--- src/rtl/ipc_pkg.sv ---
package ipc_pkg;
  typedef enum logic [2:0] {
    OP_NONE   = 3'd0,
    OP_ACCEPT = 3'd1,
    OP_EOI    = 3'd2,
    OP_PRIO   = 3'd3,
    OP_IPI    = 3'd4,
    OP_REQ    = 3'd5
  } ipc_op_e;
endpackage

--- src/rtl/ipc_arb.sv ---
module ipc_arb
  import ipc_pkg::*;
#(
  parameter int SRC_W  = 24,
  parameter int PRIO_W = 8
) (
  input  logic              clk,
  input  logic              rst_n,
  input  logic              cpu_accept,
  input  logic              cpu_eoi_we,
  input  logic              cpu_prio_we,
  input  logic              cpu_ipi_we,
  input  logic              req_valid,
  input  logic [SRC_W-1:0]  req_src,
  input  logic [PRIO_W-1:0] req_prio,
  output ipc_op_e           op,
  output logic [SRC_W-1:0]  eff_src,
  output logic [PRIO_W-1:0] eff_prio
);
  logic              hold_vld_q, hold_vld_d;
  logic [SRC_W-1:0]  hold_src_q, hold_src_d;
  logic [PRIO_W-1:0] hold_prio_q, hold_prio_d;
  logic              hold_ld;
  logic              cpu_any, eff_vld;

  assign cpu_any  = cpu_accept | cpu_eoi_we | cpu_prio_we | cpu_ipi_we;
  assign eff_vld  = hold_vld_q | req_valid;
  assign eff_src  = hold_vld_q ? hold_src_q  : req_src;
  assign eff_prio = hold_vld_q ? hold_prio_q : req_prio;

  // fixed processor-side order, a source request only when the processor is idle
  always_comb begin
    if (cpu_accept)       op = OP_ACCEPT;
    else if (cpu_eoi_we)  op = OP_EOI;
    else if (cpu_prio_we) op = OP_PRIO;
    else if (cpu_ipi_we)  op = OP_IPI;
    else if (eff_vld)     op = OP_REQ;
    else                  op = OP_NONE;
  end

  // one-deep slot for a request that loses to a processor operation
  always_comb begin
    hold_ld     = 1'b0;
    hold_src_d  = hold_src_q;
    hold_prio_d = hold_prio_q;
    if (cpu_any) begin
      hold_vld_d  = eff_vld;
      hold_ld     = eff_vld;
      hold_src_d  = eff_src;
      hold_prio_d = eff_prio;
    end else if (hold_vld_q && req_valid) begin
      hold_vld_d  = 1'b1;
      hold_ld     = 1'b1;
      hold_src_d  = req_src;
      hold_prio_d = req_prio;
    end else begin
      hold_vld_d  = 1'b0;
    end
  end

  always_ff @(posedge clk or negedge rst_n) begin
    if (!rst_n) begin
      hold_vld_q  <= 1'b0;
      hold_src_q  <= '0;
      hold_prio_q <= '0;
    end else begin
      hold_vld_q <= hold_vld_d;
      if (hold_ld) begin
        hold_src_q  <= hold_src_d;
        hold_prio_q <= hold_prio_d;
      end
    end
  end
endmodule

--- src/rtl/ipc_ipi_eval.sv ---
module ipc_ipi_eval #(
  parameter int PRIO_W = 8
) (
  input  logic              check_en,
  input  logic              pend_nz,
  input  logic [PRIO_W-1:0] pend_prio,
  input  logic [PRIO_W-1:0] ipi_prio,
  input  logic [PRIO_W-1:0] cur_prio,
  output logic              ipi_take
);
  logic below_cur, blocked;

  assign below_cur = ipi_prio < cur_prio;
  assign blocked   = pend_nz && (pend_prio <= ipi_prio);
  assign ipi_take  = check_en && below_cur && !blocked;
endmodule

--- src/rtl/intr_presenter.sv ---
module intr_presenter
  import ipc_pkg::*;
#(
  parameter int SRC_W   = 24,
  parameter int PRIO_W  = 8,
  parameter int IPI_SRC = 2
) (
  input  logic                     clk,
  input  logic                     rst_n,
  input  logic                     cpu_accept,
  output logic                     acc_valid,
  output logic [PRIO_W+SRC_W-1:0]  acc_word,
  input  logic                     cpu_eoi_we,
  input  logic [PRIO_W+SRC_W-1:0]  cpu_eoi_word,
  input  logic                     cpu_prio_we,
  input  logic [PRIO_W-1:0]        cpu_prio_val,
  input  logic                     cpu_ipi_we,
  input  logic [PRIO_W-1:0]        cpu_ipi_val,
  output logic [PRIO_W+SRC_W-1:0]  poll_word,
  output logic [PRIO_W-1:0]        poll_ipi,
  input  logic                     req_valid,
  input  logic [SRC_W-1:0]         req_src,
  input  logic [PRIO_W-1:0]        req_prio,
  output logic                     rej_valid,
  output logic [SRC_W-1:0]         rej_src,
  output logic                     eoi_valid,
  output logic [SRC_W-1:0]         eoi_src,
  output logic                     resend_req,
  output logic                     irq_out
);
  localparam int WORD_W = PRIO_W + SRC_W;
  localparam logic [SRC_W-1:0]  IPI_ID   = SRC_W'(IPI_SRC);
  localparam logic [PRIO_W-1:0] PRIO_OFF = '1;

  // reset: asserted asynchronously, released on a clock edge
  logic [1:0] rst_sync_q;
  logic       rst_int_n;
  always_ff @(posedge clk or negedge rst_n) begin
    if (!rst_n) rst_sync_q <= 2'b00;
    else        rst_sync_q <= {rst_sync_q[0], 1'b1};
  end
  assign rst_int_n = rst_sync_q[1];

  ipc_op_e           op;
  logic [SRC_W-1:0]  eff_src;
  logic [PRIO_W-1:0] eff_prio;

  ipc_arb #(.SRC_W(SRC_W), .PRIO_W(PRIO_W)) u_arb (
    .clk(clk), .rst_n(rst_int_n),
    .cpu_accept(cpu_accept), .cpu_eoi_we(cpu_eoi_we),
    .cpu_prio_we(cpu_prio_we), .cpu_ipi_we(cpu_ipi_we),
    .req_valid(req_valid), .req_src(req_src), .req_prio(req_prio),
    .op(op), .eff_src(eff_src), .eff_prio(eff_prio)
  );

  // architectural state
  logic [PRIO_W-1:0] cppr_q, cppr_d;
  logic [SRC_W-1:0]  xsrc_q, xsrc_d;
  logic [PRIO_W-1:0] pend_q, pend_d;
  logic [PRIO_W-1:0] ipi_q, ipi_d;
  logic              ext_q, ext_d;
  logic              irq_q, irq_d;
  logic              st_en;
  // output pulses
  logic              acc_vld_q, acc_vld_d;
  logic [WORD_W-1:0] acc_word_q, acc_word_d;
  logic              rej_vld_q, rej_vld_d;
  logic [SRC_W-1:0]  rej_src_q, rej_src_d;
  logic              eoi_vld_q, eoi_vld_d;
  logic [SRC_W-1:0]  eoi_src_q, eoi_src_d;
  logic              resend_q, resend_d;

  logic              pend_nz;
  logic [PRIO_W-1:0] eoi_prio;
  logic [PRIO_W-1:0] ipi_eff, cppr_new;
  logic              resend_now, ipi_chk, ipi_take;

  assign pend_nz  = xsrc_q != '0;
  assign eoi_prio = cpu_eoi_word[WORD_W-1:SRC_W];

  always_comb begin
    ipi_eff  = (op == OP_IPI) ? cpu_ipi_val : ipi_q;
    cppr_new = cppr_q;
    if (op == OP_EOI)       cppr_new = eoi_prio;
    else if (op == OP_PRIO) cppr_new = cpu_prio_val;
    resend_now = !pend_nz &&
                 ((op == OP_EOI) || ((op == OP_PRIO) && (cpu_prio_val >= cppr_q)));
    ipi_chk    = (op == OP_IPI) || resend_now;
  end

  ipc_ipi_eval #(.PRIO_W(PRIO_W)) u_ipi (
    .check_en(ipi_chk), .pend_nz(pend_nz), .pend_prio(pend_q),
    .ipi_prio(ipi_eff), .cur_prio(cppr_new), .ipi_take(ipi_take)
  );

  // next state
  always_comb begin
    cppr_d     = cppr_q;
    xsrc_d     = xsrc_q;
    pend_d     = pend_q;
    ipi_d      = ipi_q;
    ext_d      = ext_q;
    irq_d      = irq_q;
    acc_vld_d  = 1'b0;
    acc_word_d = acc_word_q;
    rej_vld_d  = 1'b0;
    rej_src_d  = rej_src_q;
    eoi_vld_d  = 1'b0;
    eoi_src_d  = eoi_src_q;
    resend_d   = resend_now;
    st_en      = op != OP_NONE;

    unique case (op)
      OP_ACCEPT: begin
        acc_vld_d  = 1'b1;
        acc_word_d = {cppr_q, xsrc_q};
        cppr_d     = pend_q;
        xsrc_d     = '0;
        pend_d     = PRIO_OFF;
        ext_d      = 1'b0;
        irq_d      = 1'b0;
      end
      OP_EOI: begin
        cppr_d    = eoi_prio;
        eoi_vld_d = 1'b1;
        eoi_src_d = cpu_eoi_word[SRC_W-1:0];
      end
      OP_PRIO: begin
        cppr_d = cpu_prio_val;
        if ((cpu_prio_val < cppr_q) && pend_nz && (cpu_prio_val <= pend_q)) begin
          xsrc_d = '0;
          pend_d = PRIO_OFF;
          irq_d  = 1'b0;
          ext_d  = 1'b0;
          if (ext_q) begin
            rej_vld_d = 1'b1;
            rej_src_d = xsrc_q;
          end
        end
      end
      OP_IPI: begin
        ipi_d = cpu_ipi_val;
      end
      OP_REQ: begin
        if ((eff_prio >= cppr_q) || (pend_nz && (pend_q <= eff_prio))) begin
          rej_vld_d = 1'b1;
          rej_src_d = eff_src;
        end else begin
          if (pend_nz && ext_q) begin
            rej_vld_d = 1'b1;
            rej_src_d = xsrc_q;
          end
          xsrc_d = eff_src;
          pend_d = eff_prio;
          ext_d  = 1'b1;
          irq_d  = 1'b1;
        end
      end
      default: ;
    endcase

    if (ipi_take) begin
      if (pend_nz && ext_q) begin
        rej_vld_d = 1'b1;
        rej_src_d = xsrc_q;
      end
      xsrc_d = IPI_ID;
      pend_d = ipi_eff;
      ext_d  = 1'b0;
      irq_d  = 1'b1;
    end
  end

  // registers
  always_ff @(posedge clk or negedge rst_int_n) begin
    if (!rst_int_n) begin
      cppr_q <= '0;
      xsrc_q <= '0;
      pend_q <= PRIO_OFF;
      ipi_q  <= PRIO_OFF;
      ext_q  <= 1'b0;
      irq_q  <= 1'b0;
    end else if (st_en) begin
      cppr_q <= cppr_d;
      xsrc_q <= xsrc_d;
      pend_q <= pend_d;
      ipi_q  <= ipi_d;
      ext_q  <= ext_d;
      irq_q  <= irq_d;
    end
  end

  always_ff @(posedge clk or negedge rst_int_n) begin
    if (!rst_int_n) begin
      acc_vld_q  <= 1'b0;
      acc_word_q <= '0;
      rej_vld_q  <= 1'b0;
      rej_src_q  <= '0;
      eoi_vld_q  <= 1'b0;
      eoi_src_q  <= '0;
      resend_q   <= 1'b0;
    end else begin
      acc_vld_q <= acc_vld_d;
      rej_vld_q <= rej_vld_d;
      eoi_vld_q <= eoi_vld_d;
      resend_q  <= resend_d;
      if (acc_vld_d) acc_word_q <= acc_word_d;
      if (rej_vld_d) rej_src_q  <= rej_src_d;
      if (eoi_vld_d) eoi_src_q  <= eoi_src_d;
    end
  end

  assign acc_valid  = acc_vld_q;
  assign acc_word   = acc_word_q;
  assign rej_valid  = rej_vld_q;
  assign rej_src    = rej_src_q;
  assign eoi_valid  = eoi_vld_q;
  assign eoi_src    = eoi_src_q;
  assign resend_req = resend_q;
  assign irq_out    = irq_q;
  assign poll_word  = {cppr_q, xsrc_q};
  assign poll_ipi   = ipi_q;
endmodule

--- config.mk ---
export PLATFORM = sky130hd
export DESIGN_NAME = intr_presenter
export DESIGN_NICKNAME = d
export VERILOG_FILES = /design/src/rtl/ipc_pkg.sv /design/src/rtl/ipc_arb.sv /design/src/rtl/ipc_ipi_eval.sv /design/src/rtl/intr_presenter.sv
export SDC_FILE = /design/constraint.sdc
export NUM_CORES = 1
export LEC_CHECK = 0
export BUFFER_PORTS_ARGS = -buffer_cell sky130_fd_sc_hd__clkbuf_2
export CAP_MARGIN = 15
export CORE_MARGIN = 2
export CORE_UTILIZATION = 53
export CTS_CLUSTER_SIZE = 28
export DETAILED_ROUTE_END_ITERATION = 12
export PLACE_DENSITY = 0.79
export SKIP_CTS_REPAIR_TIMING = 1
export SYNTH_ARGS = -nofsm -noshare
export SYNTH_HDL_FRONTEND = slang
export SYNTH_HIERARCHICAL = 1
export SYNTH_SLANG_ARGS = --single-unit
--- constraint.sdc ---
create_clock -name clk -period 5.8 [get_ports clk]
set_input_delay 0.29 -clock clk [delete_from_list [all_inputs] [get_ports clk]]
set_output_delay 0.29 -clock clk [all_outputs]
set_load 0.01 [all_outputs]
==> reports/results.ini <==
[die]
die-height_um = 135.3
io_pins = 212
dieArea_um2 = 18300
die_w_um = 135.3
rows = 47
coreArea_um2 = 16700
start_util_pct = 54.67

[drt]
drt_iter0_markers = 454
wl_mm = 23.78
vias = 7124
via_per_inst = 5.750
route.detailed.drc = 0
postRouteAntennaNets = 0
drtPass1Iterations = 5
wire_per_inst_um = 19.19

[clock_tree]
cts-buffers-inserted = 17
cts_buffer_depth = 2
cts-root-buf = clkbuf_16
clock_latency_ns = 0.43
clk_pin_slew_ns = 0.07
cts_num_sinks = 169
cts_tree = built
htree_levels = 4

[worst_setup_path]
max_stage_delay_ns = 0.60
crit_fanout = 21
crit_type = register to register
required_ns = 6.12
reg2reg_to = ext_q
crit_path_frequent_cell = buf_4
critical-path-top-delay-family = compound AO/OA/AOI/OAI gates
worst-path-buf-inv = 3
critPathLaunchType = register
end_kind = register
arrival_ns = 5.15
reg2reg_depth = 17
path_cells = nor3_1 > nor4_2 > buf_4 > nand2_1 > nor2_1 > buf_4 > mux2_2 > ha_1 > a21oi_1 > o2111ai_1 > a31oi_1 > o211a_1 > o21a_1 > nor2_1 > a211oi_4 > buf_4 > mux2_1
crit_path_top_delay_cell = dfrtp_1
reg2reg_from = u_arb/hold_vld_q
r2r_slack_ns = 0.97

[timing]
hold_violations = 0
period_share_pct = 83.31
maxSlewViolCount = 0
setup_viol = 0
relSlewSlack_pct = 30.84
setup_tns_ns = 0
period_needed_ns = 4.832
hold_slack_ns = 0.08094
rsz0062_at_grt = false
fin_skew_ns = 0.009750
tightestPinTransition_ns = 1.036
max_freq_mhz = 206.9

[synth]
synth_cells = 805
syn_avg_cell_area_um2 = 11.34
synth_nets = 939
postSynth.asyncResetShare_pct = 100.0
ys_warn_count = 6
syn-cell-area_um2 = 9131
synth_ff_type = dfrtp_1
synth.distinct_cells = 58
synth.ff_latch_count = 169
ys_seq_area_share_pct = 46.53
synthTopCellsByArea = dfrtp_1, mux2_2, ha_1
synth_edf_count = 0
synth_top_area_share_pct = 41.93
synth_area_leader_cell = dfrtp_1

[pwr]
power_density_nw_per_um2 = 419.7
total_leakage_power_uw = 0.005449
vdd_drop_max_mv = 0.2595

[outcome]
status = finished, final reports clean

[hold_path]
min_delay_worst_endpoint = eoi_src[7]
holdPathStages = 2
min-delay-start = cpu_eoi_word[7]
hold_path.class = primary input to register

[finish]
nets = 1141
syn_to_final_growth_pct = 20.21
finalInstanceArea_um2 = 10980
drive_gt1_share_pct = 42.39
antenna_cells = 0
nFillCells = 1290

[global_route]
grt_first_pass_wirelength_mm = 37.81
grt_pass1_vias = 7222
overflow = 0
antenna_found_initial = 0
grt.total_usage_pct = 26.77
grt_max_degree = 129

[place]
dp_hpwl_mm = 17.33
gp_congestion = 0.9339
postPlaceCellArea_um2 = 10380
io_buffers = 211

[run]
maxCapViolations = 0

==> metal layers <==
layer,share of wire (%),global-route usage (%),wire length [µm]
met5,0,0,0
met4,2.5,10.24,604
met3,7.5,7.220,1784
met2,49,44.84,11720
met1,41,33.26,9668
==> cells in the final DEF (no fill, tap or decap), drive strengths merged, types with 4 or more instances in the layout <==
cell type  synthesis  final
ha                47     47
nor2              20     20
nor4               9      9
a21oi             40     40
dfrtp            153    153
clkbuf            19    229
a221o             25     25
o21ai             35     35
a22oi             16     16
and2              25     25
clkinv             0      5
a211oi             4      4
nand4             10     10
mux2i             42     42
buf               24     14
dfstp             16     16
nand2             55     55
nor2b              8      8
inv               74     79
mux2             137    137
nor3               8      8
==> synth_stat cells, drive strengths merged (2+ instances only) <==
cell,count
o211a,2
nand2,55
a31oi,2
nor3,8
a221o,25
a41oi,2
clkbuf,19
nor2b,8
nand4,10
a21oi,40
a211o,3
nor4,9
a22oi,16
nor2,20
nand2b,3
inv,74
a221oi,3
nand3,3
o21bai,2
a211oi,4
dfrtp,153
o21a,2
o21ai,35
mux2i,42
o211ai,3
dfstp,16
and2,25
ha,47
mux2,137
buf,24
==> cell families (layout without fill, tap and decap cells) <==
logic type	Yosys count	in the layout	share of synthesized area, %
adder cells (fa/ha/maj)	47	47	6.440
buffers and inverters	117	331	5.591
multiplexers	179	179	21.50
flip-flops	169	169	46.53
AND/OR/NAND/NOR	145	145	8.057
AO/OA/AOI/OAI	147	147	11.84
other	1	1	0.04107
==> through the flow <==
step | total power, µW | instances | setup WS, ns | utilization (%)
after floorplan | 2895 | 805 | 0.7702 | -
after global placement | 3431 | 1206 | 1.117 | 62.15
after detailed placement | 3490 | 1206 | 0.9793 | 62.15
after CTS | 4628 | 1237 | 0.9079 | 65.58
after global routing | 4899 | 1239 | 0.6810 | 65.73
final | 4607 | 1239 | 0.9679 | 65.73
==> report_power, final <==
part / leakage, µW / switching [µW] / internal (µW)
Clock: 0.000283 / 485 / 637
Combinational: 0.00306 / 937 / 784
Sequential: 0.00211 / 250 / 1510
==> worst max path at each step <==
stage	startpoint	endpoint	cells past startpoint
2_1_floorplan	rst_sync_q[1]	acc_valid	0
3_3_place_gp	u_arb/hold_vld_q	ext_q	17
3_5_place_dp	u_arb/hold_vld_q	rej_src[13]	16
4_1_cts	u_arb/hold_vld_q	rej_src[8]	16
5_1_grt	u_arb/hold_vld_q	xsrc_q[2]	17
6_report	u_arb/hold_vld_q	ext_q	17
==> sequential cells by signal, indices dropped and copies added (netlist names), 2 cells and up <==
name and cells:
acc_word 32, cppr_q 8, eoi_src 24, pend_q 8, poll_ipi 8, rej_src 24, rst_sync_q 2, u_arb/hold_prio_q 8
u_arb/hold_src_q 24, xsrc_q 24
==> area by class of cell <==
type | count | area (µm²) | area share, %
Clock inverter | 13 | 142.6 | 1.299
Timing Repair Buffer | 226 | 1191 | 10.85
Multi-Input combinational cell | 519 | 4408 | 40.16
Inverter | 74 | 277.8 | 2.530
Sequential cell | 169 | 4253 | 38.74
Clock buffer | 18 | 429.2 | 3.910
Tap cell | 220 | 275.3 | 2.508
(Power assumes the default switching activity.)
